### src/rtl/eight_op_alu_pkg.sv
`timescale 1ns/1ps
package eight_op_alu_pkg;
  typedef enum logic [2:0] {
    SEL_UADD = 3'b000,
    SEL_SADD = 3'b001,
    SEL_USUB = 3'b010,
    SEL_SSUB = 3'b011,
    SEL_AND  = 3'b100,
    SEL_OR   = 3'b101,
    SEL_XOR  = 3'b110,
    SEL_HALF = 3'b111
  } alu_sel_e;

  typedef enum logic [1:0] {
    LFN_AND  = 2'b00,
    LFN_OR   = 2'b01,
    LFN_XOR  = 2'b10,
    LFN_HALF = 2'b11
  } logic_fn_e;
endpackage

### src/rtl/alu_addsub.sv
`timescale 1ns/1ps
module alu_addsub #(
  parameter int WIDTH = 8
) (
  input  logic [WIDTH-1:0] a,
  input  logic [WIDTH-1:0] b,
  input  logic             sub,
  output logic [WIDTH-1:0] sum,
  output logic             cout,
  output logic             sgn_ovf
);
  localparam int MSB = WIDTH - 1;

  logic [WIDTH-1:0] b_eff;
  logic [WIDTH:0]   wide;

  // Subtract as a + ~b + 1 so that a carry of 1 means no borrow
  assign b_eff = b ^ {WIDTH{sub}};
  assign wide  = {1'b0, a} + {1'b0, b_eff} + {{WIDTH{1'b0}}, sub};
  assign sum   = wide[MSB:0];
  assign cout  = wide[WIDTH];

  // Two same-signed addends giving a sum of the other sign
  assign sgn_ovf = (a[MSB] == b_eff[MSB]) && (sum[MSB] != a[MSB]);
endmodule

### src/rtl/alu_logic.sv
`timescale 1ns/1ps
module alu_logic
  import eight_op_alu_pkg::*;
#(
  parameter int WIDTH = 8
) (
  input  logic [WIDTH-1:0] a,
  input  logic [WIDTH-1:0] b,
  input  logic_fn_e        fn,
  output logic [WIDTH-1:0] out
);
  always_comb begin
    unique case (fn)
      LFN_AND:  out = a & b;
      LFN_OR:   out = a | b;
      LFN_XOR:  out = a ^ b;
      default:  out = {1'b0, a[WIDTH-1:1]};
    endcase
  end
endmodule

### src/rtl/alu_flags.sv
`timescale 1ns/1ps
module alu_flags #(
  parameter int WIDTH = 8
) (
  input  logic [WIDTH-1:0] result,
  input  logic             arith,
  input  logic             signed_op,
  input  logic             sub,
  input  logic             cout,
  input  logic             sgn_ovf,
  output logic             carry_flag,
  output logic             ovf_flag,
  output logic             zero_flag
);
  logic uns_ovf;

  // Unsigned: a carry on add, or a missing carry (borrow) on subtract
  assign uns_ovf    = cout ^ sub;
  assign carry_flag = arith & cout;
  assign ovf_flag   = arith & (signed_op ? sgn_ovf : uns_ovf);
  assign zero_flag  = ~|result;
endmodule

### src/rtl/eight_op_alu.sv
`timescale 1ns/1ps
module eight_op_alu
  import eight_op_alu_pkg::*;
#(
  parameter int WIDTH = 8
) (
  input  logic [WIDTH-1:0] op_a,
  input  logic [WIDTH-1:0] op_b,
  input  logic [2:0]       op_sel,
  output logic [WIDTH-1:0] res_o,
  output logic             carry_o,
  output logic             ovf_o,
  output logic             zero_o
);
  logic             is_arith;
  logic             is_sub;
  logic             is_signed;
  logic_fn_e        lfn;
  logic [WIDTH-1:0] arith_res;
  logic [WIDTH-1:0] logic_res;
  logic             add_cout;
  logic             add_sovf;

  // Select bit 2 picks the logic group, bit 1 subtract, bit 0 signed rule
  assign is_arith  = ~op_sel[2];
  assign is_sub    = op_sel[1];
  assign is_signed = op_sel[0];
  assign lfn       = logic_fn_e'(op_sel[1:0]);

  alu_addsub #(.WIDTH(WIDTH)) u_addsub (
    .a       (op_a),
    .b       (op_b),
    .sub     (is_sub),
    .sum     (arith_res),
    .cout    (add_cout),
    .sgn_ovf (add_sovf)
  );

  alu_logic #(.WIDTH(WIDTH)) u_logic (
    .a   (op_a),
    .b   (op_b),
    .fn  (lfn),
    .out (logic_res)
  );

  assign res_o = is_arith ? arith_res : logic_res;

  alu_flags #(.WIDTH(WIDTH)) u_flags (
    .result     (res_o),
    .arith      (is_arith),
    .signed_op  (is_signed),
    .sub        (is_sub),
    .cout       (add_cout),
    .sgn_ovf    (add_sovf),
    .carry_flag (carry_o),
    .ovf_flag   (ovf_o),
    .zero_flag  (zero_o)
  );
endmodule

### config.mk
export PLATFORM = sky130hd
export DESIGN_NAME = eight_op_alu
export DESIGN_NICKNAME = d
export VERILOG_FILES = /design/src/rtl/eight_op_alu_pkg.sv /design/src/rtl/alu_addsub.sv /design/src/rtl/alu_logic.sv /design/src/rtl/alu_flags.sv /design/src/rtl/eight_op_alu.sv
export SDC_FILE = /design/constraint.sdc
export NUM_CORES = 1
export LEC_CHECK = 0
export ABC_CLOCK_PERIOD_IN_PS = 7400
export BUFFER_PORTS_ARGS = -buffer_cell sky130_fd_sc_hd__buf_2
export CAP_MARGIN = 20
export CORE_UTILIZATION = 34
export DETAILED_ROUTE_END_ITERATION = 10
export SYNTH_ARGS = -nofsm -noshare
export SYNTH_HDL_FRONTEND = slang
export SYNTH_SLANG_ARGS = --single-unit
### constraint.sdc
create_clock -name vclk -period 7.4
set_clock_uncertainty 0.1 [all_clocks]
set_input_delay 1.85 -clock vclk [all_inputs]
set_output_delay 1.85 -clock vclk [all_outputs]
set_load 0.02 [all_outputs]
* Word-level counts from Yosys, hierarchy flattened *
Cells that the tools add are included.

word-level totals
  flip-flop bits (word level) = 0
  logic and storage cells = 21
  output and inout bits = 11

operators by class
  equality and inequality tests = 4
  reduce and logical (&&, ||, !) cells = 4
  multiplexer cells = 3
  add/subtract/negate cells = 2
  bitwise gates (word level) = 8

operators with widths
  operator            count
  $pmux 8 s3          1
  $xor 8x8->8         2
  $add 8x8->9         1
  $add 9x1->9         1
  $and 8x8->8         1
  $mux 8              1
  $or 8x8->8          1
  $reduce_or 8->1     1
  $and 1x1->1         2
  $eq 2x1->1 const B  1
  $eq 2x2->1 const B  1
  $logic_not 2->1     1
  $eq 1x1->1          1
  $logic_and 1x1->1   1
  $logic_not 1->1     1
  $mux 1              1
  $ne 1x1->1          1
  $not 1->1           1
  $xor 1x1->1         1

* Depth between registers and ports, before layout *
Gate-level depths: netlist of the first run.

  depth after elaboration = 7
  depth in mapped cells = 10
  mapped depth without buffers = 8

* Cells and area by module *
A second synthesis of the first run with hierarchy kept.

unflattened totals
  cells, all modules = 129
  area total of the unflattened synthesis = 1,147.4 sq um

modules (own cells, without submodules)
  module        area each (sq um)  cells an instance  times used  seq. area each (sq um)
  alu_logic     491.7              52                 1           0.0
  alu_addsub    470.5              60                 1           0.0
  eight_op_alu  135.1              10                 1           0.0
  alu_flags     50.0               7                  1           0.0

* Least setup slack after synthesis of the first run *
Ideal clock, no wire load.

  kind = input-to-output
  start point = input op_sel[1]
  end point = output zero_o
  buffers on the path = 2
  data required time = 5.450 ns
  stages = 10
  path slack = 0.730 ns
  arrival = 4.720 ns
  cell sequence = buf_4 -> buf_1 -> xor2_1 -> fa_1 -> a21o_1 -> a21oi_1 -> xor2_1 -> o21ai_0 -> or4_1 -> nor4_2

on the way
  longest elaborated chain between the ends = 6

RTL lines
  what               line                RTL
  from (decl)        eight_op_alu.sv:9   input logic [2:0] op_sel,
  $xor 8x8->8        alu_addsub.sv:18    assign b_eff = b ^ {WIDTH{sub}};
  $add 8x8->9        alu_addsub.sv:19    assign wide = {1'b0, a} + {1'b0, b_eff} + {{WIDTH{1'b0}}, sub};
  $add 9x1->9        alu_addsub.sv:19
  $mux 8 *           eight_op_alu.sv:46  assign res_o = is_arith ? arith_res : logic_res;
  net res_o[4]       eight_op_alu.sv:10  output logic [WIDTH-1:0] res_o,
  $reduce_or 8->1 *  alu_flags.sv:21     assign zero_flag = ~|result;
  $logic_not 1->1 *  alu_flags.sv:21
  to (decl)          eight_op_alu.sv:13  output logic zero_o

Mark *: on every way through the listed nets, which the timed path passes. The rest lies on a longest branch.

* Worst setup path in the final report of the first run *
  start point = input op_sel[1]
  end point = output zero_o

on the way
  longest elaborated chain between the ends = 6

RTL lines
  what               line
  $xor 8x8->8        alu_addsub.sv:18
  $add 8x8->9        alu_addsub.sv:19
  $add 9x1->9        alu_addsub.sv:19
  $mux 8 *           eight_op_alu.sv:46
  $reduce_or 8->1 *  alu_flags.sv:21
  $logic_not 1->1 *  alu_flags.sv:21

Every way passes the cells marked *; elsewhere a longest branch is shown, timed or not.

==> results of run 1 <==
-- layer usage --
| metal | GRT usage [%] | vias up | part of all wire, % |
|---|---|---|---|
| li1 | - | 491 | - |
| met1 | 17.6 | 451 | 49 |
| met2 | 26.1 | 20 | 48 |
| met3 | 0.227 | 0 | 2.6 |
| met4 | 2.44 | 0 | 0 |
| met5 | 0 | - | 0 |
-- power breakdown --
group | internal, mW | total [mW] | leakage (nW) | switching [mW]
sequential | 0 | 0 | 0 | 0
combinational | 0.0463 | 0.107 | 0.646 | 0.0611
clock | 0 | 0 | 0 | 0
total | 0.0463 | 0.107 | 0.646 | 0.0611
-- worst max-delay path, stage by stage --
cell,delay [ns]
buf_2,0.39
xor2_1,0.19
fa_1,0.46
a21o_1,0.22
and4_1,0.21
nor3_1,0.14
o31ai_1,0.10
or4_1,0.55
nor4_2,0.14
buf_2,0.20
-- final cells by class --
| cell class | instances | area (sq um) |
|---|---|---|
| inverters | 25 | 93.8 |
| repair buffers | 30 | 150 |
| multi-input cells | 96 | 920 |
| fillers | 272 | 1630 |
| well taps | 31 | 38.8 |
-- synth_stat cells, types with 2 or more instances --
master / n / share of area (%)
xor2_1: 9 / 7.6
a21oi_1: 7 / 3.4
xnor2_1: 4 / 3.4
o21ai_0: 7 / 3.4
mux2_2: 3 / 3.3
nor2_1: 2 / 0.72
o31ai_1: 2 / 1.4
clkbuf_1: 2 / 0.72
mux4_2: 6 / 13
ha_1: 25 / 30
inv_1: 25 / 9.0
a21o_1: 2 / 1.4
nand3_1: 2 / 0.97
nand2_1: 7 / 2.5
or4_1: 2 / 1.4
-- cells by family after synthesis --
| family | after synthesis |
|---|---|
| buffers and inverters | 30 |
| XOR/XNOR | 13 |
| AO/OA/AOI/OAI | 27 |
| multiplexers | 10 |
| AND/OR/NAND/NOR | 20 |
| adder cells (fa/ha/maj) | 26 |
-- per-stage QoR --
step,worst slack (ns),hold slack [ns],utilization (%)
4_1_cts,0.971,4.10,42.5
2_1_floorplan,0.730,3.92,-
6_report,0.993,4.09,42.5
3_5_place_dp,0.972,4.10,42.5
3_3_place_gp,1.08,4.07,42.5
5_1_grt,0.840,4.13,42.5
-- worst paths after layout --
| path | from | end | slack (ns) | cells after the start |
|---|---|---|---|---|
| max | op_sel[1] | zero_o | 0.99 | 10 |
| min | op_a[0] | res_o[0] | 4.09 | 4 |
==> load_flow_metrics.sql, run 1 <==
INSERT INTO impl_metrics (metric_group, metric, value, unit) VALUES
('yosys', 'synth_cell_types', '36', ''),
('place', 'dp_hpwl', '1.87', 'mm'),
('setup_path', 'critical_path_arrival', '4.46', 'ns'),
('layout', 'areaGrowthSynthToFinish', '15.9', '%'),
('layout', 'antenna_cells', '0', ''),
('die', 'core_region_area', '0.00283', 'sq mm'),
('global_routing', 'grt_first_pass_wirelength', '3.82', 'mm'),
('timing', 'timing_hold_violations_final', '0', ''),
('timing', 'worstMarginPinSlew', '0.481', 'ns'),
('power_and_ir_drop', 'power.static_leakage', '0.646', 'nW'),
('setup_path', 'worst-path-max-fanout', '20', ''),
('routing', 'ant_nets', '0', ''),
('setup_path', 'worstSetupEndpointType', 'primary output', ''),
('timing', 'timing.final.setup_violations', '0', ''),
('yosys', 'yosys.area_share.simple', '11.0', '%'),
('timing', 'worst_max_slew_margin_expressed_relative_to_the_limit', '67.9', '%'),
('timing', 'finalSetupTns', '0', 'ns'),
('routing', 'dr_total_vias', '962', ''),
('global_routing', 'grt_antenna_before_repair', '0', ''),
('timing', 'max_freq', '156', 'MHz'),
('run_status', 'status', 'finished with violations', ''),
('timing', 'final_period_minus_worst_setup_slack', '6.41', 'ns'),
('yosys', 'synth_compound_gate_area_share', '16.9', '%'),
('die', 'ios', '30', ''),
('place', 'numPortBuffers', '30', ''),
('die', 'die_w', '57.2', 'um'),
('yosys', 'synthesis.area_per_instance', '8.23', 'sq um'),
('yosys', 'synth-adder-area-share', '32.1', '%'),
('routing', 'vias_per_cell', '5.29', ''),
('yosys', 'mappedNetlistArea', '0.00104', 'sq mm'),
('layout', 'flip_flop_and_latch_count', '0', ''),
('place', 'cell_area_after_placement', '0.00120', 'sq mm'),
('hold_path', 'hp_class', 'in -> out', ''),
('die', 'placementRows', '19', ''),
('routing', 'detail_route.drc_violations', '4', ''),
('yosys', 'synth_cells', '126', ''),
('place', 'numPlacedInstances', '182', ''),
('timing', 'rsz0062_at_grt', 'false', ''),
('clocking', 'cts.repair.resized', '0', ''),
('clocking', 'postCtsSetupRepairBufs', '0', ''),
('routing', 'detail_route.iter0.violations', '34', ''),
('yosys', 'synthMuxAreaShare', '17.7', '%'),
('job', 'max_cap_viol_count', '0', ''),
('layout', 'final_cell_mix', '30 x buf_2, 25 x inv_1, 25 x ha_1', ''),
('global_routing', 'via_count_of_the_first_global_routing_pass', '961', ''),
('layout', 'post_route_cells_drive_above_1_share', '27.2', '%'),
('power_and_ir_drop', 'power.total', '0.107', 'mW'),
('die', 'initial_utilization', '36.7', '%'),
('routing', 'detailedRoute.firstPassIterationCount', '7', ''),
('layout', 'number_of_cells_in_the_finished_layout_apart_from_fillers', '182', ''),
('yosys', 'postSynthNetCount', '171', ''),
('die', 'die_height', '57.2', 'um'),
('global_routing', 'grt_usage', '13.8', '%'),
('layout', 'mostFrequentLayoutCell', 'buf_2', ''),
('yosys', 'yosysSeqAreaShare', '0', '%'),
('clocking', 'cts_hold_buffers', '0', ''),
('die', 'total_die_area', '0.00328', 'sq mm'),
('yosys', 'largest_family_of_logic_cells_by_synthesized_area', 'adder cells', ''),
('layout', 'final-seq-area', '0', 'sq um'),
('global_routing', 'grt_start_max_net_pins', '21', ''),
('global_routing', 'grt.overflow.total', '0', ''),
('setup_path', 'crit_path_start_kind', 'input pin', ''),
('place', 'place.gp.congestion', '0.832', ''),
('setup_path', 'worst-endpoint-required', '5.45', 'ns'),
('setup_path', 'critical_path_class', 'in -> out', ''),
('routing', 'postRouteWirelength', '2.22', 'mm'),
('routing', 'wl_per_cell', '12.2', 'um'),
('layout', 'finish.instance_area', '0.00120', 'sq mm'),
('layout', 'clockBufferCount', '0', ''),
('power_and_ir_drop', 'power_density', '89.4', 'mW/mm^2'),
('timing', 'layout_worst_path_cycle_share', '86.6', '%'),
('timing', 'maxSlewViolCount', '0', ''),
('yosys', 'yosysWarnings', '0', ''),
('layout', 'fin_nets', '198', ''),
('power_and_ir_drop', 'ir_drop', '0.0271', 'mV'),
('yosys', 'yosys.area_share.xor_xnor', '11.0', '%'),
('run_status', 'failed_checks', 'design-rule violations', '');
Power figures use the tool's default switching activity.
==> inputs of run 2 (changes only) <==
CAP_MARGIN = 40   (was 20)
SETUP_SLACK_MARGIN = 0.1   (was unset)
SYNTH_HIERARCHICAL = 1   (was unset)
==> run 2 against run 1 <==
  * The flow now finishes without violations
  * Cell count increased by 9.3%
  * Hold slack improved by 0.066 ns
  * Sequential share of layout area unchanged
  * Routed wire length increased by 0.99%
  * First-iteration DRC count unchanged
==> load_flow_metrics.sql, run 2 <==
INSERT INTO impl_metrics (metric_group, metric, value, unit) VALUES
('run_status', 'status', 'finished clean', ''),
('routing', 'detail_route.iter0.violations', '34', ''),
('clocking', 'postCtsSetupRepairBufs', '0', ''),
('yosys', 'yosysTopAreaCell', 'ha_1', ''),
('die', 'total_die_area', '0.00361', 'sq mm'),
('power_and_ir_drop', 'switchingPower', '0.0678', 'mW'),
('timing', 'max_freq', '152', 'MHz'),
('global_routing', 'grt_usage', '13.3', '%'),
('yosys', 'synth_area_leaders', 'ha_1 25%, mux4_2 14%, mux2_4 10%', ''),
('yosys', 'netlist_top_cells_count', '27 x inv_1, 23 x ha_1, 10 x xor2_1', ''),
('routing', 'wl_per_cell', '11.2', 'um'),
('layout', 'post_route_cells_drive_above_1_share', '31.6', '%'),
('power_and_ir_drop', 'power_density', '97.9', 'mW/mm^2'),
('place', 'dp_hpwl', '1.93', 'mm'),
('timing', 'maxSlewViolCount', '0', ''),
('layout', 'multiInputGateArea', '0.00100', 'sq mm'),
('layout', 'areaGrowthSynthToFinish', '14.0', '%'),
('global_routing', 'grt.overflow.total', '0', ''),
('layout', 'count_of_filler_cells_inserted_in_the_layout', '325', ''),
('global_routing', 'grt_antenna_before_repair', '0', ''),
('yosys', 'mappedNetlistArea', '0.00115', 'sq mm'),
('power_and_ir_drop', 'total_internal_power', '0.0602', 'mW'),
('timing', 'finalSetupTns', '0', 'ns'),
('global_routing', 'grt_start_max_net_pins', '19', ''),
('yosys', 'synth_top_cell_area_share', '25.1', '%'),
('global_routing', 'grt_first_pass_wirelength', '3.84', 'mm'),
('setup_path', 'worstSetupEndpointType', 'primary output', ''),
('setup_path', 'worst-endpoint-required', '5.45', 'ns'),
('setup_path', 'worst-path-max-fanout', '18', ''),
('timing', 'final_period_minus_worst_setup_slack', '6.59', 'ns'),
('layout', 'final_cell_mix', '30 x buf_2, 27 x inv_1, 23 x ha_1', ''),
('layout', 'flip_flop_and_latch_count', '0', ''),
('layout', 'mostFrequentLayoutCell', 'buf_2', ''),
('yosys', 'synthesis.area_per_instance', '8.89', 'sq um'),
('routing', 'vias_per_cell', '4.85', ''),
('clocking', 'cts.repair.resized', '0', ''),
('layout', 'finish.instance_area', '0.00131', 'sq mm'),
('yosys', 'yosysSeqAreaShare', '0', '%'),
('power_and_ir_drop', 'power.static_leakage', '0.693', 'nW'),
('power_and_ir_drop', 'clockPowerShare', '0', '%'),
('routing', 'postRouteWirelength', '2.24', 'mm'),
('timing', 'worstMarginPinSlew', '0.505', 'ns'),
('yosys', 'synth_most_common_cell', 'inv_1', ''),
('timing', 'worst_max_slew_margin_expressed_relative_to_the_limit', '66.3', '%'),
('routing', 'dr_total_vias', '965', ''),
('clocking', 'cts_hold_buffers', '0', ''),
('power_and_ir_drop', 'share_comb_of_total_power', '100.0', '%'),
('yosys', 'synth_cell_types', '35', ''),
('die', 'placementRows', '20', ''),
('yosys', 'postSynthNetCount', '172', ''),
('die', 'die_height', '60.1', 'um'),
('routing', 'detail_route.drc_violations', '0', ''),
('setup_path', 'critical_path_arrival', '4.64', 'ns'),
('layout', 'fin_nets', '200', ''),
('yosys', 'synth_cells', '129', ''),
('die', 'ios', '30', ''),
('timing', 'timing_hold_violations_final', '0', ''),
('power_and_ir_drop', 'seq_power_share', '0', '%'),
('setup_path', 'crit_path_start_kind', 'input pin', ''),
('die', 'initial_utilization', '36.7', '%'),
('layout', 'antenna_cells', '0', ''),
('routing', 'detailedRoute.firstPassIterationCount', '4', ''),
('place', 'place.gp.congestion', '0.969', ''),
('place', 'cell_area_after_placement', '0.00131', 'sq mm'),
('hold_path', 'hp_class', 'in -> out', ''),
('global_routing', 'via_count_of_the_first_global_routing_pass', '909', ''),
('setup_path', 'critical_path_class', 'in -> out', ''),
('layout', 'clockBufferCount', '0', ''),
('routing', 'ant_nets', '0', ''),
('job', 'max_cap_viol_count', '0', ''),
('die', 'core_region_area', '0.00313', 'sq mm'),
('die', 'die_w', '60.1', 'um'),
('yosys', 'yosysWarnings', '6', ''),
('power_and_ir_drop', 'ir_drop', '0.0243', 'mV'),
('layout', 'final-seq-area', '0', 'sq um'),
('place', 'numPortBuffers', '30', ''),
('timing', 'rsz0062_at_grt', 'false', ''),
('power_and_ir_drop', 'power.share.switching', '53.0', '%'),
('timing', 'layout_worst_path_cycle_share', '89.1', '%'),
('timing', 'timing.final.setup_violations', '0', '');
## run 2: changes by cell type after synthesis, moves of 3 or more
cell     delta
nor2_1      +5
and2_1      +4
mux2_2      -3
a21oi_1     -4
buf_6       +4
mux2_4      +7
o21ai_0     -4
nand2_1     -5
## run 2: area by class of cell
type	instances	share of cell area [%]
well taps	44	4.21
repair buffers	30	11.5
multi-input cells	98	76.6
inverters	27	7.75
## run 2: per-stage QoR
step	power (mW)	utilization [%]	hold WS (ns)	setup slack, ns	std cells
after floorplan	0.0981	-	3.82	1.18	129
after global placement	0.126	41.8	4.15	0.870	199
after detailed placement	0.129	41.8	4.18	0.807	199
after CTS	0.129	41.8	4.18	0.794	199
after global routing	0.143	41.8	4.19	0.520	199
final	0.128	41.8	4.16	0.808	199
## run 2: worst paths after layout
path      start       to  slack (ns)  cells after the start
max   op_sel[1]   zero_o        0.81                     11
min   op_sel[2]  carry_o        4.16                      4
## run 2: worst max-delay path, cell delays in order
cell and delay (ns):
buf_2 0.41, xor2_1 0.21, ha_1 0.30, a211oi_1 0.44
o21bai_1 0.11, a41oi_1 0.22, xnor2_1 0.10, mux2_4 0.27
or4_1 0.46, nor2_1 0.10, buf_2 0.16
## run 2: per-layer routing
| layer | routed length [um] | GRT usage [%] | share of wire [%] | up-vias |
|---|---|---|---|---|
| met1 | 1120 | 19.5 | 50 | 435 |
| met5 | 0 | 0 | 0 | - |
| met2 | 989 | 22.9 | 44 | 33 |
| li1 | - | - | - | 497 |
| met4 | 0 | 0.664 | 0 | 0 |
| met3 | 124 | 0.216 | 5.5 | 0 |
## run 2: cells by family (layout without fill, tap and decap cells)
family / count (synthesis) / after routing / synth area share [%]
buf+inv: 31 / 57 / 12.8
xor+xnor: 13 / 13 / 9.92
compound gates: 21 / 21 / 13.8
mux: 16 / 16 / 25.4
fa+ha+maj: 24 / 24 / 26.8
simple gates: 24 / 24 / 11.2
## run 2: power groups by stage
stage | combinational, mW | sequential, mW | clock (mW)
floorplan | 0.0981 | 0 | 0
global placement | 0.126 | 0 | 0
detailed placement | 0.129 | 0 | 0
CTS | 0.129 | 0 | 0
global route | 0.143 | 0 | 0
finish | 0.128 | 0 | 0
==> inputs of run 3 (changes only) <==
CORE_ASPECT_RATIO = 1.75   (was unset)
==> run 3 against run 2 <==
  * Non-clock buffer count did not move
  * Global-route usage grew 1.5 points
  * Die area is 0.25% higher
  * First-iteration DRC count shrank 76%
  * Worst setup slack got worse by 0.13 ns
  * Total power rose by 1.5%
  * Maximum frequency is 1.9% lower
  * Largest cell class unchanged
  * Via count grew 3.1%
  * Cell count fell by 0.50%
  * Cell area about the same
==> load_flow_metrics.sql, run 3 (synthesized netlist as in run 2, its figures left out) <==
INSERT INTO impl_metrics (metric_group, metric, value, unit) VALUES
('run_status', 'status', 'finished clean', ''),
('power_and_ir_drop', 'share_comb_of_total_power', '100.0', '%'),
('power_and_ir_drop', 'power.total', '0.130', 'mW'),
('layout', 'antenna_cells', '0', ''),
('layout', 'finish.utilization', '41.1', '%'),
('setup_path', 'critical_path_class', 'in -> out', ''),
('setup_path', 'path_delay_family', 'compound AO/OA/AOI/OAI gates', ''),
('setup_path', 'worstSetupEndpointType', 'primary output', ''),
('timing', 'maxSlewViolCount', '0', ''),
('global_routing', 'grt_usage', '14.9', '%'),
('timing', 'final.hold.worst_slack', '4.17', 'ns'),
('die', 'total_die_area', '0.00362', 'sq mm'),
('routing', 'detailedRoute.firstPassIterationCount', '4', ''),
('timing', 'layout_worst_path_cycle_share', '90.8', '%'),
('timing', 'rsz0062_at_grt', 'false', ''),
('power_and_ir_drop', 'power_density', '99.4', 'mW/mm^2'),
('global_routing', 'grt_antenna_before_repair', '0', ''),
('die', 'initial_utilization', '36.1', '%'),
('hold_path', 'timing.hold.worst_endpoint', 'carry_o', ''),
('hold_path', 'hold-path-cell-count', '4', ''),
('die', 'placementRows', '27', ''),
('timing', 'finalSetupTns', '0', 'ns'),
('die', 'die_w', '45.9', 'um'),
('setup_path', 'critPathSlowestCell', 'a211oi_1', ''),
('layout', 'mostFrequentLayoutCell', 'buf_2', ''),
('setup_path', 'worst-endpoint-required', '5.45', 'ns'),
('layout', 'multiInputGateArea', '0.00100', 'sq mm'),
('global_routing', 'grt_first_pass_wirelength', '4.30', 'mm'),
('job', 'max_cap_viol_count', '0', ''),
('power_and_ir_drop', 'power.share.switching', '53.6', '%'),
('place', 'place.gp.congestion', '0.760', ''),
('power_and_ir_drop', 'switchingPower', '0.0696', 'mW'),
('place', 'pre_cts_setup_slack', '0.727', 'ns'),
('power_and_ir_drop', 'power.static_leakage', '0.693', 'nW'),
('clocking', 'postCtsSetupRepairBufs', '0', ''),
('place', 'numPlacedInstances', '198', ''),
('layout', 'final-seq-area', '0', 'sq um'),
('place', 'dp_hpwl', '2.12', 'mm'),
('hold_path', 'min_from', 'op_sel[2]', ''),
('hold_path', 'hp_class', 'in -> out', ''),
('layout', 'fin_nets', '200', ''),
('routing', 'dr_total_vias', '995', ''),
('routing', 'wl_per_cell', '12.7', 'um'),
('timing', 'timing_hold_violations_final', '0', ''),
('timing', 'max_freq', '149', 'MHz'),
('power_and_ir_drop', 'clockPowerShare', '0', '%'),
('clocking', 'cts_hold_buffers', '0', ''),
('die', 'die_height', '78.8', 'um'),
('global_routing', 'grt.overflow.total', '0', ''),
('routing', 'vias_per_cell', '5.03', ''),
('setup_path', 'worst-path-max-fanout', '18', ''),
('clocking', 'cts.repair.resized', '0', ''),
('layout', 'areaGrowthSynthToFinish', '13.8', '%'),
('place', 'numPortBuffers', '30', ''),
('setup_path', 'timing.critical_path.buf_inv', '2', ''),
('setup_path', 'cpPeakStageDelay', '0.52', 'ns'),
('global_routing', 'grt_start_max_net_pins', '19', ''),
('power_and_ir_drop', 'seq_power_share', '0', '%'),
('layout', 'number_of_cells_in_the_finished_layout_apart_from_fillers', '198', ''),
('timing', 'final_critical_path_setup_slack', '0.678', 'ns'),
('layout', 'finish.instance_area', '0.00131', 'sq mm'),
('layout', 'final_cell_mix', '30 x buf_2, 27 x inv_1, 23 x ha_1', ''),
('setup_path', 'crit_path_start_kind', 'input pin', ''),
('die', 'ios', '30', ''),
('timing', 'timing.final.setup_violations', '0', ''),
('routing', 'detail_route.drc_violations', '0', ''),
('die', 'core_region_area', '0.00318', 'sq mm'),
('layout', 'flip_flop_and_latch_count', '0', ''),
('power_and_ir_drop', 'ir_drop', '0.0316', 'mV'),
('timing', 'final_period_minus_worst_setup_slack', '6.72', 'ns'),
('setup_path', 'critical_path_arrival', '4.77', 'ns'),
('layout', 'clockBufferCount', '0', ''),
('routing', 'ant_nets', '0', ''),
('layout', 'post_route_cells_drive_above_1_share', '31.6', '%'),
('setup_path', 'cp_cell_sequence', 'buf_2, xor2_1, ha_1, a211oi_1, o21bai_1, a41oi_1, xnor2_1, mux2_4, or4_1, nor2_1, buf_2', ''),
('global_routing', 'via_count_of_the_first_global_routing_pass', '1014', ''),
('power_and_ir_drop', 'total_internal_power', '0.0603', 'mW'),
('place', 'cell_area_after_placement', '0.00131', 'sq mm'),
('timing', 'worst_max_slew_margin_expressed_relative_to_the_limit', '63.9', '%'),
('routing', 'postRouteWirelength', '2.51', 'mm'),
('routing', 'detail_route.iter0.violations', '8', ''),
('timing', 'worstMarginPinSlew', '0.539', 'ns'),
('layout', 'count_of_filler_cells_inserted_in_the_layout', '365', ''),
('setup_path', 'crit_path_frequent_cell', 'buf_2', '');
## run 3: cell counts in the layout (fill, tap and decap cells not counted)
No cell type changed its count.
## run 3: worst max-delay path by stage
stage	startpoint	to	depth (start not counted)
floorplan	op_sel[1]	zero_o	10
global placement	op_sel[1]	zero_o	11
detailed placement	op_sel[1]	zero_o	11
global route	op_sel[1]	zero_o	11
finish	op_sel[1]	zero_o	11
CTS	op_sel[1]	zero_o	11
## run 3: layout make-up
class,instances,area share (%)
Tap cell,43,4.12
Timing Repair Buffer,30,11.5
Multi-Input combinational cell,98,76.6
Inverter,27,7.76
## run 3: metal layers
layer | share of wire, % | track usage [%]
met5 | 0 | 0
met4 | 1.2 | 1.47
met3 | 2.8 | 0.227
met2 | 58 | 29.7
met1 | 38 | 16.7
## run 3: power groups by stage
stage | sequential [mW] | combinational, mW | clock [mW]
after CTS | 0 | 0.130 | 0
final | 0 | 0.130 | 0
after global placement | 0 | 0.126 | 0
after floorplan | 0 | 0.0981 | 0
after detailed placement | 0 | 0.130 | 0
after global routing | 0 | 0.144 | 0
